File: config.mk
export PLATFORM = sky130hd
export DESIGN_NAME = gpio_port_ctrl
export DESIGN_NICKNAME = d
export VERILOG_FILES = /design/src/rtl/gpio_port_pkg.sv /design/src/rtl/gpio_in_sync.sv /design/src/rtl/gpio_pin_mux.sv /design/src/rtl/gpio_regfile.sv /design/src/rtl/gpio_port_ctrl.sv
export SDC_FILE = /design/constraint.sdc
export NUM_CORES = 1
export LEC_CHECK = 0
export CAP_MARGIN = 15
export CORE_UTILIZATION = 30
export DETAILED_ROUTE_END_ITERATION = 16
export SYNTH_ARGS = -nofsm -noshare
export SYNTH_HDL_FRONTEND = slang
export SYNTH_SLANG_ARGS = --single-unit
File: constraint.sdc
create_clock -name clk -period 1.2 [get_ports clk]
set_input_delay 0.3 -clock clk [delete_from_list [all_inputs] [get_ports clk]]
set_output_delay 0.3 -clock clk [all_outputs]
set_load 0.05 [all_outputs]
File: src/rtl/gpio_port_pkg.sv
package gpio_port_pkg;
   localparam int unsigned ADDR_W = 3;

   typedef enum logic [ADDR_W-1:0] {
      REG_DATA  = 3'd0,
      REG_DIR   = 3'd1,
      REG_PULL  = 3'd2,
      REG_SLEW  = 3'd3,
      REG_DRIVE = 3'd4
   } reg_ofs_e;

   typedef enum logic [1:0] {
      OWN_GPIO   = 2'd0,
      OWN_ALT    = 2'd1,
      OWN_ANALOG = 2'd2
   } pin_owner_e;
endpackage

File: src/rtl/gpio_in_sync.sv
module gpio_in_sync #(
   parameter int unsigned WIDTH  = 8,
   parameter int unsigned STAGES = 2
) (
   input  logic             clk,
   input  logic             rst_n,
   input  logic [WIDTH-1:0] async_in,
   output logic [WIDTH-1:0] sync_out
);
   if (STAGES < 2) begin : g_bad_stages
      $error("gpio_in_sync: STAGES must be at least 2");
   end

   logic [WIDTH-1:0] stage_q [STAGES];

   always_ff @(posedge clk or negedge rst_n) begin
      if (!rst_n) begin
         for (int s = 0; s < int'(STAGES); s++) stage_q[s] <= '0;
      end else begin
         stage_q[0] <= async_in;
         for (int s = 1; s < int'(STAGES); s++) stage_q[s] <= stage_q[s-1];
      end
   end

   assign sync_out = stage_q[STAGES-1];
endmodule

File: src/rtl/gpio_pin_mux.sv
module gpio_pin_mux
   import gpio_port_pkg::*;
#(
   parameter bit OUT_ONLY = 1'b0
) (
   input  logic clk,
   input  logic rst_n,
   input  logic dir_bit,
   input  logic data_bit,
   input  logic alt_en,
   input  logic alt_oe,
   input  logic alt_out,
   input  logic ana_en,
   input  logic sync_in,
   output logic pad_oe,
   output logic pad_out,
   output logic pad_ie,
   output logic rd_bit
);
   pin_owner_e owner;
   logic       gpio_oe;

   always_comb begin
      if (ana_en)      owner = OWN_ANALOG;
      else if (alt_en) owner = OWN_ALT;
      else             owner = OWN_GPIO;
   end

   if (OUT_ONLY) begin : g_out_only
      assign gpio_oe = 1'b1;
      assign pad_ie  = 1'b0;
   end else begin : g_bidir
      assign gpio_oe = dir_bit;
      assign pad_ie  = !ana_en;
   end

   always_comb begin
      unique case (owner)
         OWN_ANALOG: begin pad_oe = 1'b0;   pad_out = 1'b0;     end
         OWN_ALT:    begin pad_oe = alt_oe; pad_out = alt_out;  end
         default:    begin pad_oe = gpio_oe; pad_out = data_bit; end
      endcase
   end

   assign rd_bit = dir_bit ? data_bit : (pad_ie & sync_in);

   AST_ANALOG_OFF: assert property (@(posedge clk) disable iff (!rst_n)
      ana_en |-> (!pad_oe && !pad_ie && !pad_out));
   AST_ALT_OWNS: assert property (@(posedge clk) disable iff (!rst_n)
      (alt_en && !ana_en) |-> (pad_oe == alt_oe && pad_out == alt_out));
   AST_GPIO_DRIVE: assert property (@(posedge clk) disable iff (!rst_n)
      (!alt_en && !ana_en) |-> (pad_out == data_bit));
   AST_DIR_READ: assert property (@(posedge clk) disable iff (!rst_n)
      dir_bit |-> (rd_bit == data_bit));
   AST_OUT_ONLY: assert property (@(posedge clk) disable iff (!rst_n)
      (OUT_ONLY && !alt_en && !ana_en) |-> (pad_oe && !pad_ie));
endmodule

File: src/rtl/gpio_regfile.sv
module gpio_regfile
   import gpio_port_pkg::*;
#(
   parameter int unsigned WIDTH = 8
) (
   input  logic              clk,
   input  logic              rst_n,
   input  logic              bus_sel,
   input  logic              bus_wr,
   input  logic [ADDR_W-1:0] bus_addr,
   input  logic [WIDTH-1:0]  bus_wdata,
   input  logic [WIDTH-1:0]  data_view,
   output logic [WIDTH-1:0]  bus_rdata,
   output logic [WIDTH-1:0]  data_q,
   output logic [WIDTH-1:0]  dir_q,
   output logic [WIDTH-1:0]  pull_q,
   output logic [WIDTH-1:0]  slew_q,
   output logic [WIDTH-1:0]  drive_q
);
   logic             wr_stb, rd_stb;
   logic [WIDTH-1:0] rd_mux;

   assign wr_stb = bus_sel &&  bus_wr;
   assign rd_stb = bus_sel && !bus_wr;

   always_ff @(posedge clk or negedge rst_n) begin
      if (!rst_n) begin
         data_q  <= '0;
         dir_q   <= '0;
         pull_q  <= '0;
         slew_q  <= '0;
         drive_q <= '0;
      end else if (wr_stb) begin
         case (bus_addr)
            REG_DATA:  data_q  <= bus_wdata;
            REG_DIR:   dir_q   <= bus_wdata;
            REG_PULL:  pull_q  <= bus_wdata;
            REG_SLEW:  slew_q  <= bus_wdata;
            REG_DRIVE: drive_q <= bus_wdata;
            default: ;
         endcase
      end
   end

   always_comb begin
      case (bus_addr)
         REG_DATA:  rd_mux = data_view;
         REG_DIR:   rd_mux = dir_q;
         REG_PULL:  rd_mux = pull_q;
         REG_SLEW:  rd_mux = slew_q;
         REG_DRIVE: rd_mux = drive_q;
         default:   rd_mux = '0;
      endcase
   end

   always_ff @(posedge clk or negedge rst_n) begin
      if (!rst_n)      bus_rdata <= '0;
      else if (rd_stb) bus_rdata <= rd_mux;
   end

   AST_DATA_WRITE: assert property (@(posedge clk) disable iff (!rst_n)
      (wr_stb && bus_addr == REG_DATA) |=> (data_q == $past(bus_wdata)));
   AST_HOLE_WRITE: assert property (@(posedge clk) disable iff (!rst_n)
      (wr_stb && bus_addr > REG_DRIVE) |=> ($stable(data_q) && $stable(dir_q)
         && $stable(pull_q) && $stable(slew_q) && $stable(drive_q)));
   AST_HOLE_READ: assert property (@(posedge clk) disable iff (!rst_n)
      (rd_stb && bus_addr > REG_DRIVE) |=> (bus_rdata == '0));
endmodule

File: src/rtl/gpio_port_ctrl.sv
module gpio_port_ctrl
   import gpio_port_pkg::*;
#(
   parameter int unsigned       WIDTH         = 8,
   parameter int unsigned       SYNC_STAGES   = 2,
   parameter logic [WIDTH-1:0]  OUT_ONLY_MASK = 8'h80
) (
   input  logic              clk,
   input  logic              rst_n,
   input  logic              bus_sel,
   input  logic              bus_wr,
   input  logic [ADDR_W-1:0] bus_addr,
   input  logic [WIDTH-1:0]  bus_wdata,
   output logic [WIDTH-1:0]  bus_rdata,
   input  logic [WIDTH-1:0]  alt_en,
   input  logic [WIDTH-1:0]  alt_oe,
   input  logic [WIDTH-1:0]  alt_out,
   input  logic [WIDTH-1:0]  ana_en,
   input  logic [WIDTH-1:0]  pad_in,
   output logic [WIDTH-1:0]  pad_oe,
   output logic [WIDTH-1:0]  pad_out,
   output logic [WIDTH-1:0]  pad_ie,
   output logic [WIDTH-1:0]  pad_pull_en,
   output logic [WIDTH-1:0]  pad_slew_en,
   output logic [WIDTH-1:0]  pad_drive_hi
);
   if (WIDTH < 1 || WIDTH > 32) begin : g_bad_width
      $error("gpio_port_ctrl: WIDTH must be 1..32");
   end

   logic [WIDTH-1:0] data_q, dir_q, sync_in, rd_view;

   gpio_regfile #(.WIDTH(WIDTH)) u_regs (
      .clk       (clk),
      .rst_n     (rst_n),
      .bus_sel   (bus_sel),
      .bus_wr    (bus_wr),
      .bus_addr  (bus_addr),
      .bus_wdata (bus_wdata),
      .data_view (rd_view),
      .bus_rdata (bus_rdata),
      .data_q    (data_q),
      .dir_q     (dir_q),
      .pull_q    (pad_pull_en),
      .slew_q    (pad_slew_en),
      .drive_q   (pad_drive_hi)
   );

   gpio_in_sync #(.WIDTH(WIDTH), .STAGES(SYNC_STAGES)) u_sync (
      .clk      (clk),
      .rst_n    (rst_n),
      .async_in (pad_in),
      .sync_out (sync_in)
   );

   for (genvar i = 0; i < int'(WIDTH); i++) begin : g_pin
      gpio_pin_mux #(.OUT_ONLY(OUT_ONLY_MASK[i])) u_pin (
         .clk      (clk),
         .rst_n    (rst_n),
         .dir_bit  (dir_q[i]),
         .data_bit (data_q[i]),
         .alt_en   (alt_en[i]),
         .alt_oe   (alt_oe[i]),
         .alt_out  (alt_out[i]),
         .ana_en   (ana_en[i]),
         .sync_in  (sync_in[i]),
         .pad_oe   (pad_oe[i]),
         .pad_out  (pad_out[i]),
         .pad_ie   (pad_ie[i]),
         .rd_bit   (rd_view[i])
      );
   end

   AST_READ_GATED: assert property (@(posedge clk) disable iff (!rst_n)
      (bus_sel && !bus_wr && bus_addr == REG_DATA)
      |=> ((bus_rdata & ~$past(dir_q) & ~$past(pad_ie)) == '0));
   AST_READ_LATCH: assert property (@(posedge clk) disable iff (!rst_n)
      (bus_sel && !bus_wr && bus_addr == REG_DATA)
      |=> ((bus_rdata & $past(dir_q)) == ($past(data_q) & $past(dir_q))));
endmodule

Word-level counts from Yosys, hierarchy flattened

Cells that the tools add are included.

Register bits: 62
Logic and storage cells: 92
Output and inout port bits: 56

Reduce and logical (&&, ||, !) cells: 16
Equality and inequality tests: 20
Bitwise logic cells: 7
Mux-type cells: 41

Operators with widths:

| operator                                       | number |
|---|---|
| one-hot mux 8 bit (5 select lines)             | 1 |
| one-hot mux 1 bit (2 select lines)             | 16 |
| == test 2 x 1 -> 1 bit (second input constant) | 8 |
| == test 2 bit (second input constant)          | 8 |
| 2-to-1 mux 1 bit                               | 16 |
| 2-to-1 mux 2 bit                               | 8 |
| AND reduction 2 bit                            | 5 |
| zero test 1 bit                                | 8 |
| bitwise AND 1 bit                              | 7 |
| == test 3 x 2 -> 1 bit (second input constant) | 2 |
| == test 3 x 1 -> 1 bit (second input constant) | 1 |
| == test 3 bit (second input constant)          | 1 |
| zero test 3 bit                                | 1 |
| logical AND 1 bit                              | 2 |

Logic depth before layout (Yosys ltp)

Gate-level depths: netlist of run 1.

Depth in word-level cells: 4
Gate-level depth with buffers: 6

By module

Synthesis of run 1 repeated with hierarchy kept, for this count alone.

Cells, all modules: 243
Area, all modules: 3024.2 sq um

Modules (own cells, without submodules):

| module                             | area each (sq um) | cells each | times used |
|---|---|---|---|
| gpio_regfile                       | 2199.6            | 156        | 1 |
| gpio_in_sync                       | 460.4             | 24         | 1 |
| gpio_pin_mux at g_pin[0].u_pin ... | 46.3              | 8          | 7 |
| gpio_pin_mux at g_pin[7].u_pin     | 40.0              | 7          | 1 |

Least setup slack after synthesis of run 1

Ideal clock, no wire load.

Path type: in2reg
Start: input bus_addr[0]
End: register u_regs.data_q[0]
Cell stages on the path: 6
Slack: -0.203 ns
Data required time: 1.075 ns
Data arrival time: 1.278 ns
Cells stage by stage: buf_6 -> clkinv_4 -> nand3_4 -> or3_1 -> buf_6 -> mux2_4

Longest elaborated chain between the ends: 2

RTL lines:

| element                       | line                 | RTL |
|---|---|---|
| from (decl)                   | gpio_port_ctrl.sv:12 | `input logic [ADDR_W-1:0] bus_addr,` |
| zero test 3 bit               | gpio_regfile.sv:34   | `case (bus_addr)` |
| AND reduction 2 bit (no line) | n/a                  |  |
| to (signal assigned)          | gpio_regfile.sv:35   | `REG_DATA: data_q <= bus_wdata;` |
| to (decl)                     | gpio_regfile.sv:14   | `output logic [WIDTH-1:0] data_q,` |

No other way between the ends.
A chain may end at the register's enable or synchronous reset.

Worst setup path in the final report of run 1

Start: register u_regs.dir_q[1]
End: output pad_oe[1]

Longest elaborated chain between the ends: 1

RTL lines:

| element                            | line                 | RTL |
|---|---|---|
| from (decl)                        | gpio_regfile.sv:15   | `output logic [WIDTH-1:0] dir_q,` |
| from (signal assigned)             | gpio_regfile.sv:36   | `REG_DIR: dir_q <= bus_wdata;` |
| one-hot mux 1 bit (2 select lines) | gpio_pin_mux.sv:38   | `unique case (owner)` |
| to (decl)                          | gpio_port_ctrl.sv:20 | `output logic [WIDTH-1:0] pad_oe,` |

No other way between the ends.

==> metrics.txt, run 1 <==
synth warn=0; Final Skew=4.12 ps; Tot GR Track Use=17.6%; Layout Nets=469; CTS tree=yes; CTS clock-pin slew for the worst setup and hold paths=60 ps; Clock Sinks=62; WL per Instance=15.9 um; net count after synthesis=between 300 and 400; first-pass GRT wire length=13,400 um; die height=102 um; Via Count=approximately 2.5k; htree depth=3; number of fill cells=814; failing checks=setup timing; Worst Setup Start Kind=register; crit path capture type=output pin; Max-cap violations=0; initial antenna violation count=0; Finished Core Util=56.9%; Crit Path Max Fanout=2; max-slew violation count=0; DRT Wirelength=8770 um; post-synthesis register bit count=62; DR pass1 iterations=4; post-route ant nets=0; leading cell types in the layout, fill and taps excluded=buf_4, dfrtp_1, buf_12; syn avg cell area=12.1 um2; part of the cycle the worst path needs=120%; count of cell types in the netlist=31; FMAX=693 MHz; most common cell after layout, fill and taps aside=buf_4; core region area=0.00977 mm2; Mapped Area=a little over 0.003 mm2; share of layout cells above drive strength 1=54.5%; largest net degree at the start of global routing=63; GP Congestion=0.868; Rows=36; Finish-stage setup viols=52; min-delay worst type=reg -> reg; CTS Buf Count=9; Total Power=0.00917 W; cell count after synthesis=250; antenna cells=0; RSZ-0062 raised after global routing=true; residual DRC count=0; Pleak=2.61 nW; vias in the first global route=roughly 2.6k; status=finished, violations left; WP data arrival=1140 ps; Clk Latency, worst-skew pair=between 300 and 400 ps; pwr dens=1650 mW/mm2; area delta synth->final=83.8%; Longest Clk Path Bufs=2; final worst path period need=roughly 1400 ps; width of the die=102 um; DP HPWL=a little over 6000 um; worst setup path category=reg -> out; # IOs=111; Initial Util=a little under a third; peak supply drop=0.000869 V; final hold violation count=0; register area share after synthesis=51.3%; die area=0.0105 mm2; PortBufs=108; Critical Path RT=900 ps; initial drt markers=114; min setup slack post-route=-244 ps; global route overflow=0; root buffer cell=clkbuf_8; vias per cell=4.60
[area by class of cell]
| class | instances | area (um2) | area share (%) |
|---|---|---|---|
| inverters | 9 | 46.3 | 0.832 |
| multi-input cells | 148 | 1350 | 24.2 |
| well taps | 133 | 166 | 2.99 |
| flip-flops and latches | 62 | 1560 | 28.0 |
| clock inverters | 4 | 95.1 | 1.71 |
| clock buffers | 11 | 141 | 2.54 |
| repair buffers | 184 | 2210 | 39.7 |
[cell usage after synthesis]
master	count	area share [%]
nor3_1	1	0.17
a211oi_1	1	0.25
nor2b_1	1	0.21
dfrtp_1	62	51
nand3_1	1	0.17
nand2b_1	5	1.0
or3_1	1	0.21
buf_6	2	0.74
o21ai_1	3	0.50
buf_2	1	0.17
nand3_4	1	0.58
inv_1	8	0.99
buf_4	24	6.0
a221oi_1	7	2.0
mux2_2	32	12
mux2_4	8	4.0
and2b_1	1	0.25
mux2i_1	16	5.3
o21ai_0	8	1.3
a22oi_1	7	1.7
a21oi_1	1	0.17
and3_1	7	1.4
nor2_1	26	3.2
a22o_1	13	3.8
clkinv_4	1	0.29
nor3_2	1	0.33
conb_1	1	0.12
nor2_2	3	0.62
nand2_1	2	0.25
nor3_4	1	0.54
clkbuf_1	4	0.50
[through the flow]
stage                     cell area, um2  setup TNS [ps]  hold slack, ps  worst slack (ps)  std cells
after floorplan                     3060           -5410            4.41              -196        250
after global placement              4820          -40150             333              -769        486
after global routing                5560           -6500             360              -318        551
final                               5560           -4280             348              -244        551
after CTS                           5480           -5080             350              -269        545
after detailed placement            4820          -43120             336              -897        486
[power by group]
group          switching, W  leakage [nW]  internal (W)  total (W)
logic               0.00191          1.73       0.00219    0.00410
clock network      0.000803         0.119       0.00142    0.00223
registers          0.000364         0.756       0.00248    0.00284
[what timing repair did]
action	CTS	global route
endpoints found under the hold margin	62	0
hold buffers	1	0
endpoints found under the setup margin	103	89
pin swaps	24	29
resized for setup	85	16
buffers inserted	45	10
[registers in the layout, indices dropped and copies added (netlist names)]
register and cells:
u_regs.bus_rdata 8, u_regs.slew_q 8, u_regs.pull_q 8, u_regs.dir_q 8, u_sync.stage_q 7, u_regs.data_q 8, u_regs.drive_q 8, u_sync.sync_out 7
[path summary, 6_finish.rpt]
kind | startpoint | endpoint | slack (ps) | cells past startpoint
min in group asynchronous | rst_n | u_sync.stage_q[8] | 490 | 3
worst max register to register | u_regs.dir_q[1] | u_regs.bus_rdata[1] | -50 | 4
worst min-delay path | u_sync.stage_q[10] | u_sync.sync_out[2] | 350 | 0
worst min register to register | u_sync.stage_q[10] | u_sync.sync_out[2] | 350 | 0
max in group asynchronous | rst_n | u_regs.slew_q[4] | 410 | 3
worst max-delay path | u_regs.dir_q[1] | pad_oe[1] | -240 | 3
[kinds of logic (layout without fill, tap and decap cells)]
family	count (synthesis)	after routing	share of synthesized area [%]
simple gates	51	51	9.02
flops	62	62	51.3
mux	56	56	21.2
compound gates	40	40	9.76
buf+inv	40	208	8.64
other cells	1	1	0.124
[per-layer routing]
layer	up-vias	track usage, %	part of all wire [%]
met4	0	7.25	2.2
li1	1196	-	-
met2	98	27.4	49
met3	17	4.51	6.9
met1	1221	23.3	42
met5	-	0	0
[worst max-delay path: stages, from the launching register on]
cell and delay (ps):
dfrtp_1 380, mux2i_1 80, nor2_1 180, buf_12 170
Note: power is estimated with default switching activity, not from simulation.
==> inputs of run 2 (changes only) <==
--- a/config.mk
+++ b/config.mk
@@ -8,6 +8,7 @@
 export CAP_MARGIN = 15
 export CORE_UTILIZATION = 30
 export DETAILED_ROUTE_END_ITERATION = 16
+export GPL_ROUTABILITY_DRIVEN = 0
 export SYNTH_ARGS = -nofsm -noshare
 export SYNTH_HDL_FRONTEND = slang
 export SYNTH_SLANG_ARGS = --single-unit
==> results of run 2 <==
Same layout as run 1: the final DEF is identical, and so are final timing and power.
